`config.mk`:
```
export PLATFORM = sky130hd
export DESIGN_NAME = conv_seq_ctrl
export DESIGN_NICKNAME = d
export VERILOG_FILES = /design/src/rtl/csc_pkg.sv /design/src/rtl/csc_mode_dec.sv /design/src/rtl/csc_win_timer.sv /design/src/rtl/csc_pulse_acc.sv /design/src/rtl/csc_result_reg.sv /design/src/rtl/conv_seq_ctrl.sv
export SDC_FILE = /design/constraint.sdc
export NUM_CORES = 1
export LEC_CHECK = 0
export BUFFER_PORTS_ARGS = -buffer_cell sky130_fd_sc_hd__clkbuf_2
export CAP_MARGIN = 15
export CORE_ASPECT_RATIO = 0.5
export CORE_MARGIN = 2
export CORE_UTILIZATION = 53
export DETAILED_ROUTE_END_ITERATION = 7
export GPL_ROUTABILITY_DRIVEN = 0
export PLACE_DENSITY = 0.8
export SYNTH_ARGS = -nofsm -noshare
export SYNTH_HDL_FRONTEND = slang
export SYNTH_HIERARCHICAL = 1
export SYNTH_SLANG_ARGS = --single-unit
```
`constraint.sdc`:
```
create_clock -name clk_i -period 2.3 [get_ports clk_i]
set_input_delay 0.23 -clock clk_i [delete_from_list [all_inputs] [get_ports clk_i]]
set_output_delay 0.23 -clock clk_i [all_outputs]
set_load 0.005 [all_outputs]
```
`src/rtl/csc_pkg.sv`:
```
package csc_pkg;
  typedef enum logic [1:0] {
    CH_NONE  = 2'd0,
    CH_RED   = 2'd1,
    CH_BLUE  = 2'd2,
    CH_GREEN = 2'd3
  } chan_e;

  typedef struct packed {
    logic  active;
    logic  cont;
    chan_e chan;
  } mode_dec_t;

  localparam logic [2:0] MODE_OFF = 3'b000;
endpackage

```
`src/rtl/csc_mode_dec.sv`:
```
module csc_mode_dec
  import csc_pkg::*;
(
  input  logic [2:0] mode_i,
  output mode_dec_t  dec_o
);
  logic act;

  always_comb begin
    // low bits pick the color; 000 and 100 are both idle
    act          = (mode_i[1:0] != 2'b00);
    dec_o.active = act;
    dec_o.cont   = mode_i[2] & act;
    dec_o.chan   = act ? chan_e'(mode_i[1:0]) : CH_NONE;
  end
endmodule

```
`src/rtl/csc_win_timer.sv`:
```
module csc_win_timer #(
  parameter int DATA_W   = 16,
  parameter int RES_W    = 2,
  parameter int RES_STEP = 4
) (
  input  logic              clk_i,
  input  logic              rst_ni,
  input  logic              load_i,
  input  logic              run_i,
  input  logic              tick_i,
  input  logic [RES_W-1:0]  res_i,
  output logic              end_o,
  output logic [DATA_W-1:0] cap_o
);
  localparam int SH_W = $clog2(DATA_W + 1);

  logic [RES_W-1:0]  res_q;
  logic [DATA_W-1:0] cnt_q;
  logic [SH_W-1:0]   shamt;
  logic [DATA_W:0]   full;
  logic [DATA_W:0]   lastv;

  always_comb begin
    shamt = SH_W'(DATA_W - RES_STEP * int'(res_q));
    full  = {{DATA_W{1'b0}}, 1'b1} << shamt;
    lastv = full - 1'b1;
    cap_o = lastv[DATA_W-1:0];
    end_o = run_i && tick_i && !load_i && (cnt_q == cap_o);
  end

  always_ff @(posedge clk_i or negedge rst_ni) begin
    if (!rst_ni) begin
      res_q <= '0;
      cnt_q <= '0;
    end else if (load_i || end_o) begin
      // window start: sample resolution, restart count
      res_q <= res_i;
      cnt_q <= '0;
    end else if (!run_i) begin
      cnt_q <= '0;
    end else if (tick_i) begin
      cnt_q <= cnt_q + 1'b1;
    end
  end
endmodule

```
`src/rtl/csc_pulse_acc.sv`:
```
module csc_pulse_acc #(
  parameter int DATA_W = 16
) (
  input  logic              clk_i,
  input  logic              rst_ni,
  input  logic              clear_i,
  input  logic              run_i,
  input  logic              pulse_i,
  input  logic [DATA_W-1:0] cap_i,
  output logic [DATA_W-1:0] next_o
);
  logic [DATA_W-1:0] acc_q;

  always_comb begin
    next_o = (run_i && pulse_i && (acc_q != cap_i)) ? acc_q + 1'b1 : acc_q;
  end

  always_ff @(posedge clk_i or negedge rst_ni) begin
    if (!rst_ni)       acc_q <= '0;
    else if (clear_i)  acc_q <= '0;
    else if (!run_i)   acc_q <= '0;
    else               acc_q <= next_o;
  end
endmodule

```
`src/rtl/csc_result_reg.sv`:
```
module csc_result_reg #(
  parameter int DATA_W = 16
) (
  input  logic              clk_i,
  input  logic              rst_ni,
  input  logic              load_i,
  input  logic [DATA_W-1:0] din_i,
  output logic [DATA_W-1:0] data_o,
  output logic              done_o
);
  localparam int NBYTE = (DATA_W + 7) / 8;

  logic [NBYTE*8-1:0] din_ext;
  logic [NBYTE*8-1:0] data_q;

  assign din_ext = {{(NBYTE*8-DATA_W){1'b0}}, din_i};

  // all byte lanes share one enable so a reader never sees a mixed pair
  for (genvar b = 0; b < NBYTE; b++) begin : g_lane
    always_ff @(posedge clk_i or negedge rst_ni) begin
      if (!rst_ni)     data_q[b*8 +: 8] <= '0;
      else if (load_i) data_q[b*8 +: 8] <= din_ext[b*8 +: 8];
    end
  end

  always_ff @(posedge clk_i or negedge rst_ni) begin
    if (!rst_ni) done_o <= 1'b0;
    else         done_o <= load_i;
  end

  assign data_o = data_q[DATA_W-1:0];
endmodule

```
`src/rtl/conv_seq_ctrl.sv`:
```
module conv_seq_ctrl
  import csc_pkg::*;
#(
  parameter int DATA_W   = 16,
  parameter int RES_W    = 2,
  parameter int RES_STEP = 4
) (
  input  logic              clk_i,
  input  logic              rst_ni,
  input  logic              mode_wr_i,
  input  logic [2:0]        mode_i,
  input  logic [RES_W-1:0]  res_i,
  input  logic              range_i,
  input  logic              osc_tick_i,
  input  logic              pulse_i,
  output logic [2:0]        mode_o,
  output logic              fe_en_o,
  output logic [1:0]        fe_chan_o,
  output logic              fe_range_o,
  output logic [DATA_W-1:0] data_o,
  output logic              done_o
);
  logic [2:0]        mode_q;
  mode_dec_t         dec;
  logic              win_end;
  logic [DATA_W-1:0] cap;
  logic [DATA_W-1:0] acc_next;

  csc_mode_dec u_dec (
    .mode_i (mode_q),
    .dec_o  (dec)
  );

  csc_win_timer #(
    .DATA_W   (DATA_W),
    .RES_W    (RES_W),
    .RES_STEP (RES_STEP)
  ) u_timer (
    .clk_i  (clk_i),
    .rst_ni (rst_ni),
    .load_i (mode_wr_i),
    .run_i  (dec.active),
    .tick_i (osc_tick_i),
    .res_i  (res_i),
    .end_o  (win_end),
    .cap_o  (cap)
  );

  csc_pulse_acc #(.DATA_W(DATA_W)) u_acc (
    .clk_i   (clk_i),
    .rst_ni  (rst_ni),
    .clear_i (mode_wr_i | win_end),
    .run_i   (dec.active),
    .pulse_i (pulse_i),
    .cap_i   (cap),
    .next_o  (acc_next)
  );

  csc_result_reg #(.DATA_W(DATA_W)) u_res (
    .clk_i  (clk_i),
    .rst_ni (rst_ni),
    .load_i (win_end),
    .din_i  (acc_next),
    .data_o (data_o),
    .done_o (done_o)
  );

  always_ff @(posedge clk_i or negedge rst_ni) begin
    if (!rst_ni)                   mode_q <= MODE_OFF;
    else if (mode_wr_i)            mode_q <= mode_i;
    else if (win_end && !dec.cont) mode_q <= MODE_OFF;  // one-shot auto power-down
  end

  assign mode_o     = mode_q;
  assign fe_en_o    = dec.active;
  assign fe_chan_o  = dec.chan;
  assign fe_range_o = range_i;
endmodule

```
==> results of run 1 <==
==> cell usage in the layout, fill, tap and decap left out, types with 4 or more instances in the layout <==
| master | instances |
|---|---|
| nand2_1 | 38 |
| dfrtp_1 | 50 |
| mux2_4 | 12 |
| mux2_2 | 7 |
| or3_1 | 13 |
| nor2_1 | 18 |
| dfrtp_2 | 4 |
| nand2b_1 | 7 |
| nand4_1 | 10 |
| clkbuf_16 | 5 |
| clkbuf_2 | 32 |
| buf_4 | 23 |
| and3_2 | 4 |
| nor4_2 | 4 |
| conb_1 | 4 |
| o21ai_0 | 13 |
| a21oi_1 | 16 |
| nand3_1 | 20 |
| xor2_1 | 22 |
==> layer usage <==
| metal | global-route usage [%] | vias to the layer above | share of wire, % |
|---|---|---|---|
| met5 | 0 | - | 0 |
| met3 | 4.91 | 25 | 5.7 |
| met1 | 27.1 | 1295 | 42 |
| met4 | 7.14 | 0 | 2.8 |
| met2 | 39.8 | 109 | 50 |
| li1 | - | 1246 | - |
==> stage by stage <==
stage | cells | hold slack (ns) | total power [W] | utilization, %
4_1_cts | 444 | 0.147 | 0.00196 | 61.2
5_1_grt | 451 | 0.151 | 0.00206 | 63.0
3_5_place_dp | 435 | 0.252 | 0.00120 | 58.5
3_3_place_gp | 435 | 0.242 | 0.00119 | 58.5
6_report | 451 | 0.153 | 0.00199 | 63.0
2_1_floorplan | 331 | -0.0656 | 0.00114 | -
==> cells by family after synthesis <==
| kind of cell | after synthesis | synth area share (%) |
|---|---|---|
| compound gates | 47 | 9.54 |
| simple gates | 149 | 25.4 |
| mux | 23 | 9.61 |
| flops | 54 | 41.7 |
| buf+inv | 27 | 6.14 |
| other cells | 1 | 0.116 |
| xor+xnor | 25 | 6.76 |
| fa+ha+maj | 2 | 0.772 |
==> layout make-up <==
| class | instances | area [µm²] |
|---|---|---|
| fillers | 446 | 2210 |
| repair buffers | 59 | 394 |
| inverters | 3 | 11.3 |
| multi-input cells | 250 | 1760 |
| clock inverters | 2 | 12.5 |
| clock buffers | 6 | 139 |
| flip-flops and latches | 54 | 1360 |
| well taps | 77 | 96.3 |
==> worst min-delay path by stage <==
stage	to	slack, ns	start	depth (start not counted)
6_report	mode_o[2]	0.15	mode_i[2]	3
5_1_grt	mode_o[2]	0.15	mode_i[2]	3
4_1_cts	mode_o[2]	0.15	mode_i[2]	3
3_5_place_dp	u_timer/cnt_q[12]	0.25	rst_ni	2
3_3_place_gp	u_timer/cnt_q[12]	0.24	rst_ni	2
2_1_floorplan	mode_o[0]	-0.07	rst_ni	0
==> registers in the layout, indices dropped and copies added (netlist names) <==
signal and count:
u_timer/cnt_q 16, mode_o 3, u_acc/acc_q 16, u_res/data_o 16, u_timer/res_q 2, u_res/done_o 1
==> timing repair <==
| action | in CTS | in global routing |
|---|---|---|
| pin swaps | 0 | 2 |
| endpoints found under the setup margin | 20 | 33 |
| resized for setup | 1 | 17 |
| hold buffers | 1 | 0 |
| buffers inserted | 0 | 7 |
| endpoints found under the hold margin | 54 | 0 |
| gates cloned | 0 | 0 |
==> worst max-delay path: cells and delay by family, from the launching register on <==
kind / cells / cell delay, ns
flops: 1 / 0.46
simple gates: 6 / 1.18
compound gates: 1 / 0.23
mux: 1 / 0.21
buf+inv: 1 / 0.14
==> power by group <==
group | switching [W] | total, W | internal, W | leakage (nW)
clock network | 0.000337 | 0.000769 | 0.000432 | 0.0729
registers | 0.0000179 | 0.000980 | 0.000962 | 0.738
logic | 0.000135 | 0.000240 | 0.000105 | 1.01
==> impl_metrics.tcl, run 1 <==
set metrics [dict create \
    synthToLayoutAreaGrowth_pct 16.3 \
    nets 386 \
    cpMaxStageDelayCell "dfrtp_2" \
    drc 0 \
    slowest_delay_ns 0.46 \
    grt_pass1_vias 2592 \
    grt_overflow 0 \
    wl_mm 7.63 \
    skew_ns 0.00903 \
    tightest_slew_ns 0.494 \
    ys_ff_latch 54 \
    synth.avg_cell_area_um2 9.88 \
    grt_max_degree 55 \
    r2r_start "u_timer/res_q[1]" \
    cts_tree "built" \
    cts_buffers 5 \
    peakVddDrop_mv 0.280 \
    ff2ff_path_depth 9 \
    yosysTopAreaCell "dfrtp_1" \
    antenna_cells 0 \
    num_rows 20 \
    violations "negative setup slack" \
    cp_max_fo 7 \
    power.leakage_nw 1.82 \
    crit_chain "buf_6, and4bb_2, a32o_2, nand3_2, nor3_4, or2_1, nor2b_1, nand2_1, mux2i_1" \
    die_h_um 59.3 \
    dpl-instance-area_um2 3500 \
    finalSetupTns_ns -0.0250 \
    ys_types 61 \
    slew_viol_final 0 \
    ys_seq_area_share_pct 41.7 \
    drive_gt1_share_pct 32.1 \
    crit_start "u_timer/res_q[1]" \
    hpwlAfterDp_mm 4.95 \
    synth.area.top_cells "dfrtp_1 (42%), xor2_1 (5.9%), mux2_4 (5.6%)" \
    r2r_slack_ns -0.02 \
    die_w_um 115 \
    arrival_ns 2.52 \
    powerDensity_nw_per_um2 528 \
    rsz0062_at_grt "true" \
    ios 35 \
    ctsLongestPathBuffers 2 \
    ctsHtreeMaxLevel 2 \
    setup_slack_ns -0.0227 \
    clock_sinks 54 \
    firstDrtPassIters 5 \
    async_flop_share_pct 100 \
    ant_nets 0 \
    syn_inst 328 \
    finalHoldViolations 0 \
    setup_viol 2 \
    dieArea_um2 6790 \
    core_um2 5980 \
    hold_class "input port to register" \
    grt_pass1_wl_mm 11.9 \
    yosysTopAreaCellShare_pct 41.7 \
    cts-root-buf "clkbuf_16" \
    outcome "finished with violations" \
    slew_headroom_pct 66.7 \
    ys_warn_count 6 \
    drtIter0Drc 192 \
    period_share_pct 101 \
    initial_utilization_pct 54.2 \
    start_kind "register" \
    synth_ff_type "dfrtp_1" \
    vias_per_cell 5.93 \
    port_buffers 32 \
    synth_edf_count 0 \
    worstSetupPathType "register to register" \
    required_ns 2.50 \
    yosys-top-cells-count "dfrtp_1 (54), nand2_1 (38), xor2_1 (22)" \
    finish.instance_area_um2 3770 \
    vias 2675 \
    pre_cts_slack_ns -0.00833 \
    drv_cap 0 \
    endpoint_kind "register" \
    max_freq_mhz 431 \
    finalCriticalPeriod_ns 2.32 \
    synth_area_um2 3240 \
    endpoint "u_acc/acc_q[7]" \
    antenna_found_initial 0 \
    clkTransAtPathRegs_ns 0.07 \
    clock_latency_ns 0.29 \
    grt_usage_pct 22.1 \
    yosysMostFrequentCell "dfrtp_1" \
    r2r_end "u_acc/acc_q[7]" \
    wl_per_cell_um 16.9 \
]
Power figures use the tool's default switching activity.
==> run 2, diff against run 1 <==
--- a/config.mk
+++ b/config.mk
@@ -5,14 +5,16 @@
 export SDC_FILE = /design/constraint.sdc
 export NUM_CORES = 1
 export LEC_CHECK = 0
+export ABC_AREA = 1
 export BUFFER_PORTS_ARGS = -buffer_cell sky130_fd_sc_hd__clkbuf_2
 export CAP_MARGIN = 15
 export CORE_ASPECT_RATIO = 0.5
 export CORE_MARGIN = 2
-export CORE_UTILIZATION = 53
+export CORE_UTILIZATION = 54
 export DETAILED_ROUTE_END_ITERATION = 7
 export GPL_ROUTABILITY_DRIVEN = 0
-export PLACE_DENSITY = 0.8
+export GPL_TIMING_DRIVEN = 0
+export PLACE_DENSITY = 0.81
 export SYNTH_ARGS = -nofsm -noshare
 export SYNTH_HDL_FRONTEND = slang
 export SYNTH_HIERARCHICAL = 1
==> run 2 against run 1 <==
Effect of this change: the flow now finishes without violations; utilization rose by 1.8 points; critical path type unchanged; global-route usage rose by 2.0 points; fmax rose by 9.1%.
==> impl_metrics.tcl, run 2 <==
set metrics [dict create \
    grtUsageMet2_pct 42.9 \
    grt_overflow 0 \
    die_h_um 61.0 \
    synth_edf_count 0 \
    clkTransAtPathRegs_ns 0.07 \
    core_um2 6180 \
    register_area_um2 1350 \
    grt_pass1_wl_mm 13.8 \
    synth_ff_type "dfrtp_1" \
    multiInputGateArea_um2 1700 \
    dieArea_um2 7200 \
    required_ns 2.48 \
    antenna_cells 0 \
    clock_sinks 54 \
    slew_viol_final 0 \
    ctsLongestPathBuffers 2 \
    cp_max_fo 10 \
    final_core_util_pct 64.8 \
    tightest_slew_ns 0.523 \
    antenna_found_initial 0 \
    finalCriticalPeriod_ns 2.13 \
    ant_nets 0 \
    final_cell_mix "nand2_1 (203), inv_1 (75), nor2_1 (58)" \
    die_w_um 118 \
    synth_area_um2 3510 \
    port_buffers 33 \
    ys_warn_count 6 \
    nets 590 \
    rsz0062_at_grt "false" \
    grt_use_met1_pct 31.7 \
    finalHoldViolations 0 \
    yosysTopAreaCellShare_pct 38.5 \
    clock_latency_ns 0.29 \
    initial_utilization_pct 56.8 \
    ys_ff_latch 54 \
    vias_per_cell 4.98 \
    dpl-instance-area_um2 3820 \
    grt_pass1_vias 3095 \
    peakVddDrop_mv 0.282 \
    wl_per_cell_um 11.7 \
    drtIter0Drc 217 \
    finish.instance_area_um2 4000 \
    cts-root-buf "clkbuf_16" \
    drive_gt1_share_pct 14.9 \
    syn_inst 532 \
    hold_class "input port to register" \
    cts_buffers 5 \
    synth.area.top_cells "dfrtp_1 (39%), nand2_1 (22%), inv_1 (8.0%)" \
    ys_seq_area_share_pct 38.5 \
    synthToLayoutAreaGrowth_pct 14.1 \
    drv_cap 0 \
    async_flop_share_pct 100 \
    finalSetupTns_ns 0 \
    yosysMostFrequentCell "nand2_1" \
    wl_mm 7.82 \
    endpoint_kind "register" \
    grt_usage_pct 24.2 \
    power.leakage_nw 2.26 \
    cts_setup_buffers 0 \
    ios 35 \
    setup_viol 0 \
    start_kind "register" \
    final_common_cell "nand2_1" \
    arrival_ns 2.31 \
    vias 3315 \
    skew_ns 0.00439 \
    use_met3_pct 4.51 \
    slew_headroom_pct 65.1 \
    grt_max_degree 37 \
    yosys-top-cells-count "nand2_1 (204), inv_1 (75), nor2_1 (59)" \
    yosysTopAreaCell "dfrtp_1" \
    cts_tree "built" \
    synth.avg_cell_area_um2 6.60 \
    max_freq_mhz 470 \
    worstSetupPathType "register to register" \
    ctsHtreeMaxLevel 2 \
    ys_types 33 \
    num_rows 20 \
    period_share_pct 92.6 \
    drc 0 \
    firstDrtPassIters 5 \
    outcome "finished clean" \
    powerDensity_nw_per_um2 496 \
    grt_busiest_layer "met2" \
    hpwlAfterDp_mm 5.75 \
    fillerInstances 584 \
]
-- run 2: changes by cell type in the layout (fill, tap and decap cells not counted), moves of 12 or more --
cell	delta
inv_1	+72
or3_1	-13
mux2_4	-12
nand3_1	+16
nand2_1	+165
xor2_1	-17
nor2_1	+40
-- run 2: repair_timing --
action / CTS / global route
hold endpoints to repair: 18 / 0
gates cloned: 0 / 0
hold buffers: 1 / 0
resized for setup: 4 / 6
setup endpoints to repair: 10 / 24
-- run 2: critical path, cell delays in order (launching register included) --
cell and delay, ns:
dfrtp_1 0.39, nor2_1 0.08, inv_1 0.05, buf_4 0.17, nand2_2 0.10, nor2_4 0.18, nand2_1 0.15, nor3b_4 0.29
or2_1 0.14, inv_1 0.04, nand2_2 0.17, buf_6 0.19, nor2_1 0.06
-- run 2: layout make-up --
type,count,area share (%)
Clock buffer,7,3.56
Buffer,24,4.75
Inverter,80,7.63
Multi-Input combinational cell,377,42.5
Sequential cell,54,33.8
Tap cell,88,2.75
Clock inverter,1,0.125
Timing Repair Buffer,35,4.87
-- run 2: per-stage QoR --
stage               instances  setup slack, ns  hold slack, ns  total power (W)
floorplan                 535            0.203         -0.0656          0.00114
global placement          656           -0.405           0.425          0.00121
detailed placement        657           -0.442           0.221          0.00122
CTS                       666           0.0331           0.133          0.00199
global route              666          0.00403           0.143          0.00207
finish                    666            0.171           0.136          0.00198
-- run 2: cell families (layout without fill, tap and decap cells) --
group / Yosys count / after routing / share of synthesized area [%]
flip-flops: 54 / 54 / 38.5
AO/OA/AOI/OAI: 21 / 21 / 3.17
AND/OR/NAND/NOR: 342 / 342 / 41.6
buffers and inverters: 104 / 147 / 13.9
XOR/XNOR: 8 / 8 / 2.00
adder cells (fa/ha/maj): 2 / 2 / 0.713
other: 1 / 4 / 0.107
-- run 2: final timing paths --
check,from,end,slack [ns],cells past startpoint
setup / recovery,mode_o[1],u_acc/acc_q[13],0.17,12
hold / removal,mode_i[1],mode_o[1],0.14,3
setup reg to reg,mode_o[1],u_acc/acc_q[13],0.17,12
hold reg to reg,u_res/data_o[10],u_res/data_o[10],0.47,2
max in group asynchronous,rst_ni,u_acc/acc_q[13],1.28,3
min in group asynchronous,rst_ni,u_timer/cnt_q[2],0.44,2
-- run 2: metal layers --
| layer | part of all wire [%] | wire length [µm] | up-vias |
|---|---|---|---|
| li1 | - | - | 1698 |
| met1 | 47 | 3690 | 1531 |
| met2 | 47 | 3680 | 76 |
| met3 | 4.9 | 381 | 10 |
| met4 | 0.81 | 63 | 0 |
| met5 | 0 | 0 | - |
-- run 2: power breakdown --
part | internal (W) | leakage [nW] | switching, W
Clock | 0.000433 | 0.0739 | 0.000338
Combinational | 0.0000866 | 1.44 | 0.000147
Sequential | 0.000962 | 0.743 | 0.0000181
Total | 0.00148 | 2.26 | 0.000503
==> run 3, diff against run 2 <==
--- a/config.mk
+++ b/config.mk
@@ -10,12 +10,12 @@
 export CAP_MARGIN = 15
 export CORE_ASPECT_RATIO = 0.5
 export CORE_MARGIN = 2
-export CORE_UTILIZATION = 54
+export CORE_UTILIZATION = 53
+export CTS_CLUSTER_SIZE = 25
 export DETAILED_ROUTE_END_ITERATION = 7
 export GPL_ROUTABILITY_DRIVEN = 0
 export GPL_TIMING_DRIVEN = 0
-export PLACE_DENSITY = 0.81
+export PLACE_DENSITY = 0.86
 export SYNTH_ARGS = -nofsm -noshare
 export SYNTH_HDL_FRONTEND = slang
-export SYNTH_HIERARCHICAL = 1
 export SYNTH_SLANG_ARGS = --single-unit
==> run 3 against run 2 <==
Effect of this change: clock power grew 14%; combinational power decreased by 23%; fmax is 1.5% lower; setup slack worse by 0.033 ns; flip-flop and latch count stayed put; register-to-register slack worse by 0.03 ns; clock-buffer cell count decreased by 1; synthesized area shrank 9.0%; first-iteration DRC count rose by 0.46%; critical endpoint is now u_acc.acc_q[10].
==> impl_metrics.tcl, run 3 <==
set metrics [dict create \
    pwr-share-seq_pct 48.0 \
    synth_edf_count 0 \
    hpwlAfterDp_mm 5.28 \
    swShare_pct 23.5 \
    rsz0062_at_grt "false" \
    ios 35 \
    slew_viol_final 0 \
    cts-root-buf "clkbuf_16" \
    power_frac_clock_pct 43.1 \
    async_flop_share_pct 100 \
    place_inst 553 \
    grt_pass1_vias 2771 \
    setup_viol 0 \
    synthToLayoutAreaGrowth_pct 14.1 \
    synth_ff_type "dfrtp_1" \
    syn_inst 447 \
    synth.area.top_cells "dfrtp_1 (42%), nand2_1 (20%), nand3_1 (7.8%)" \
    antenna_found_initial 0 \
    final_core_util_pct 64.7 \
    yosysMostFrequentCell "nand2_1" \
    p_int_w 0.00156 \
    ctsHtreeMaxLevel 2 \
    drv_cap 0 \
    whs_ns 0.148 \
    r2r_slack_ns 0.14 \
    synth_area_um2 3190 \
    powerDensity_nw_per_um2 559 \
    ctsResizeCount 0 \
    ys_seq_area_share_pct 42.3 \
    dieArea_um2 6700 \
    wl_per_cell_um 13.6 \
    drive_gt1_share_pct 14.8 \
    synth-compound-area-share_pct 6.35 \
    max_freq_mhz 462 \
    wl_mm 7.63 \
    ys_ff_latch 54 \
    cp_max_fo 10 \
    grt_usage_pct 24.1 \
    drc 0 \
    vias_per_cell 5.39 \
    peakVddDrop_mv 0.358 \
    p_switching_w 0.000479 \
    die_h_um 58.9 \
    port_buffers 32 \
    setup_slack_ns 0.138 \
    yosys-top-cells-count "nand2_1 (168), dfrtp_1 (54), nor2_1 (51)" \
    endpoint_kind "register" \
    required_ns 2.48 \
    clkTransAtPathRegs_ns 0.07 \
    grt_max_degree 38 \
    slew_headroom_pct 63.8 \
    final_cell_mix "nand2_1 (168), dfrtp_1 (54), nor2_1 (51)" \
    outcome "finished clean" \
    vias 3021 \
    ant_nets 0 \
    syn_nets 461 \
    worstSetupPathType "register to register" \
    power.leakage_nw 1.93 \
    yosysTopAreaCell "dfrtp_1" \
    clock_sinks 54 \
    start_kind "register" \
    cts_tree "built" \
    firstDrtPassIters 5 \
    cts_buffers 5 \
    skew_ns 0.00668 \
    initial_utilization_pct 56.7 \
    finalHoldViolations 0 \
    die_w_um 114 \
    yosysTopAreaCellShare_pct 42.3 \
    final_cells 561 \
    ys_types 30 \
    period_share_pct 94.0 \
    pre_cts_slack_ns 0.258 \
    drtIter0Drc 218 \
    ctsLongestPathBuffers 2 \
    ys_warn_count 0 \
    synth-xor-area-share_pct 4.11 \
    antenna_cells 0 \
    tightest_slew_ns 0.542 \
    arrival_ns 2.34 \
    nets 502 \
    combPwrFrac_pct 8.9 \
    synth_simple_gate_area_share_pct 38.3 \
    grt_pass1_wl_mm 12.6 \
    synth.avg_cell_area_um2 7.14 \
    cts_setup_buffers 0 \
    finalSetupTns_ns 0 \
    final_common_cell "nand2_1" \
    clock_latency_ns 0.29 \
    cts_hold_buf 1 \
    synth_top_family_by_area "simple AND/OR/NAND/NOR gates" \
    grt_overflow 0 \
    finalCriticalPeriod_ns 2.16 \
    hold_class "input port to register" \
    num_rows 19 \
    core_um2 5630 \
    synthAdderAreaFrac_pct 1.18 \
    synthMuxAreaShare_pct 0 \
]
## run 3: changes by cell type after synthesis, sizes merged, moves of 7 or more
cell / before / now
nand3: 37 / 50
inv: 80 / 43
buf: 18 / 9
xor2: 5 / 12
nand2: 215 / 170
a21oi: 9 / 16
nand4: 16 / 9
## run 3: power by group through the flow
stage          Clock, W  Combinational (W)  Sequential (W)
2_1_floorplan         0           0.000105        0.000993
4_1_cts        0.000884           0.000181        0.000977
6_report       0.000877           0.000181        0.000978
3_3_place_gp          0           0.000170        0.000995
3_5_place_dp          0           0.000178        0.000996
5_1_grt        0.000921           0.000202        0.000979
## run 3: final cells by class
| cell class | instances | area [µm²] |
|---|---|---|
| clock inverters | 1 | 30.0 |
| fillers | 484 | 1990 |
| well taps | 73 | 91.3 |
| multi-input cells | 338 | 1590 |
| repair buffers | 34 | 190 |
| plain buffers | 12 | 86.3 |
| clock buffers | 6 | 139 |
| flip-flops and latches | 54 | 1350 |
| inverters | 43 | 161 |
## run 3: path summary, 6_finish.rpt
kind,depth (start not counted),startpoint,to
worst max-delay path,11,u_timer.cnt_q[0],u_acc.acc_q[10]
worst min-delay path,3,mode_i[0],mode_o[0]
worst max register to register,11,u_timer.cnt_q[0],u_acc.acc_q[10]
worst min register to register,2,u_res.data_o[7],u_res.data_o[7]
max in group asynchronous,3,rst_ni,u_timer.res_q[1]
min in group asynchronous,2,rst_ni,u_timer.cnt_q[9]
## run 3: metrics by stage
stage	area [µm²]	total power [W]
finish	3640	0.00204
CTS	3640	0.00204
detailed placement	3460	0.00117
global placement	3440	0.00116
floorplan	3190	0.00110
global route	3640	0.00210
## run 3: per-layer routing
layer,GRT usage [%],wire length (µm),up-vias
li1,-,-,1492
met1,31.4,3460,1381
met2,40.6,3460,127
met3,4.94,523,21
met4,9.58,196,0
met5,0,0,-
## run 3: critical path, stage by stage, from the launching register on
cell,delay (ns)
dfrtp_1,0.39
ha_1,0.19
nand2_1,0.06
nor2_1,0.32
inv_1,0.12
nor2_2,0.16
nand2_1,0.11
nor2_4,0.24
nor2_2,0.14
nand2_4,0.12
buf_6,0.16
nor2_1,0.06
## run 3: cells by family after synthesis
kind of cell | count (synthesis)
AND/OR/NAND/NOR | 291
buffers and inverters | 55
flip-flops | 54
AO/OA/AOI/OAI | 29
XOR/XNOR | 15
adder cells (fa/ha/maj) | 3
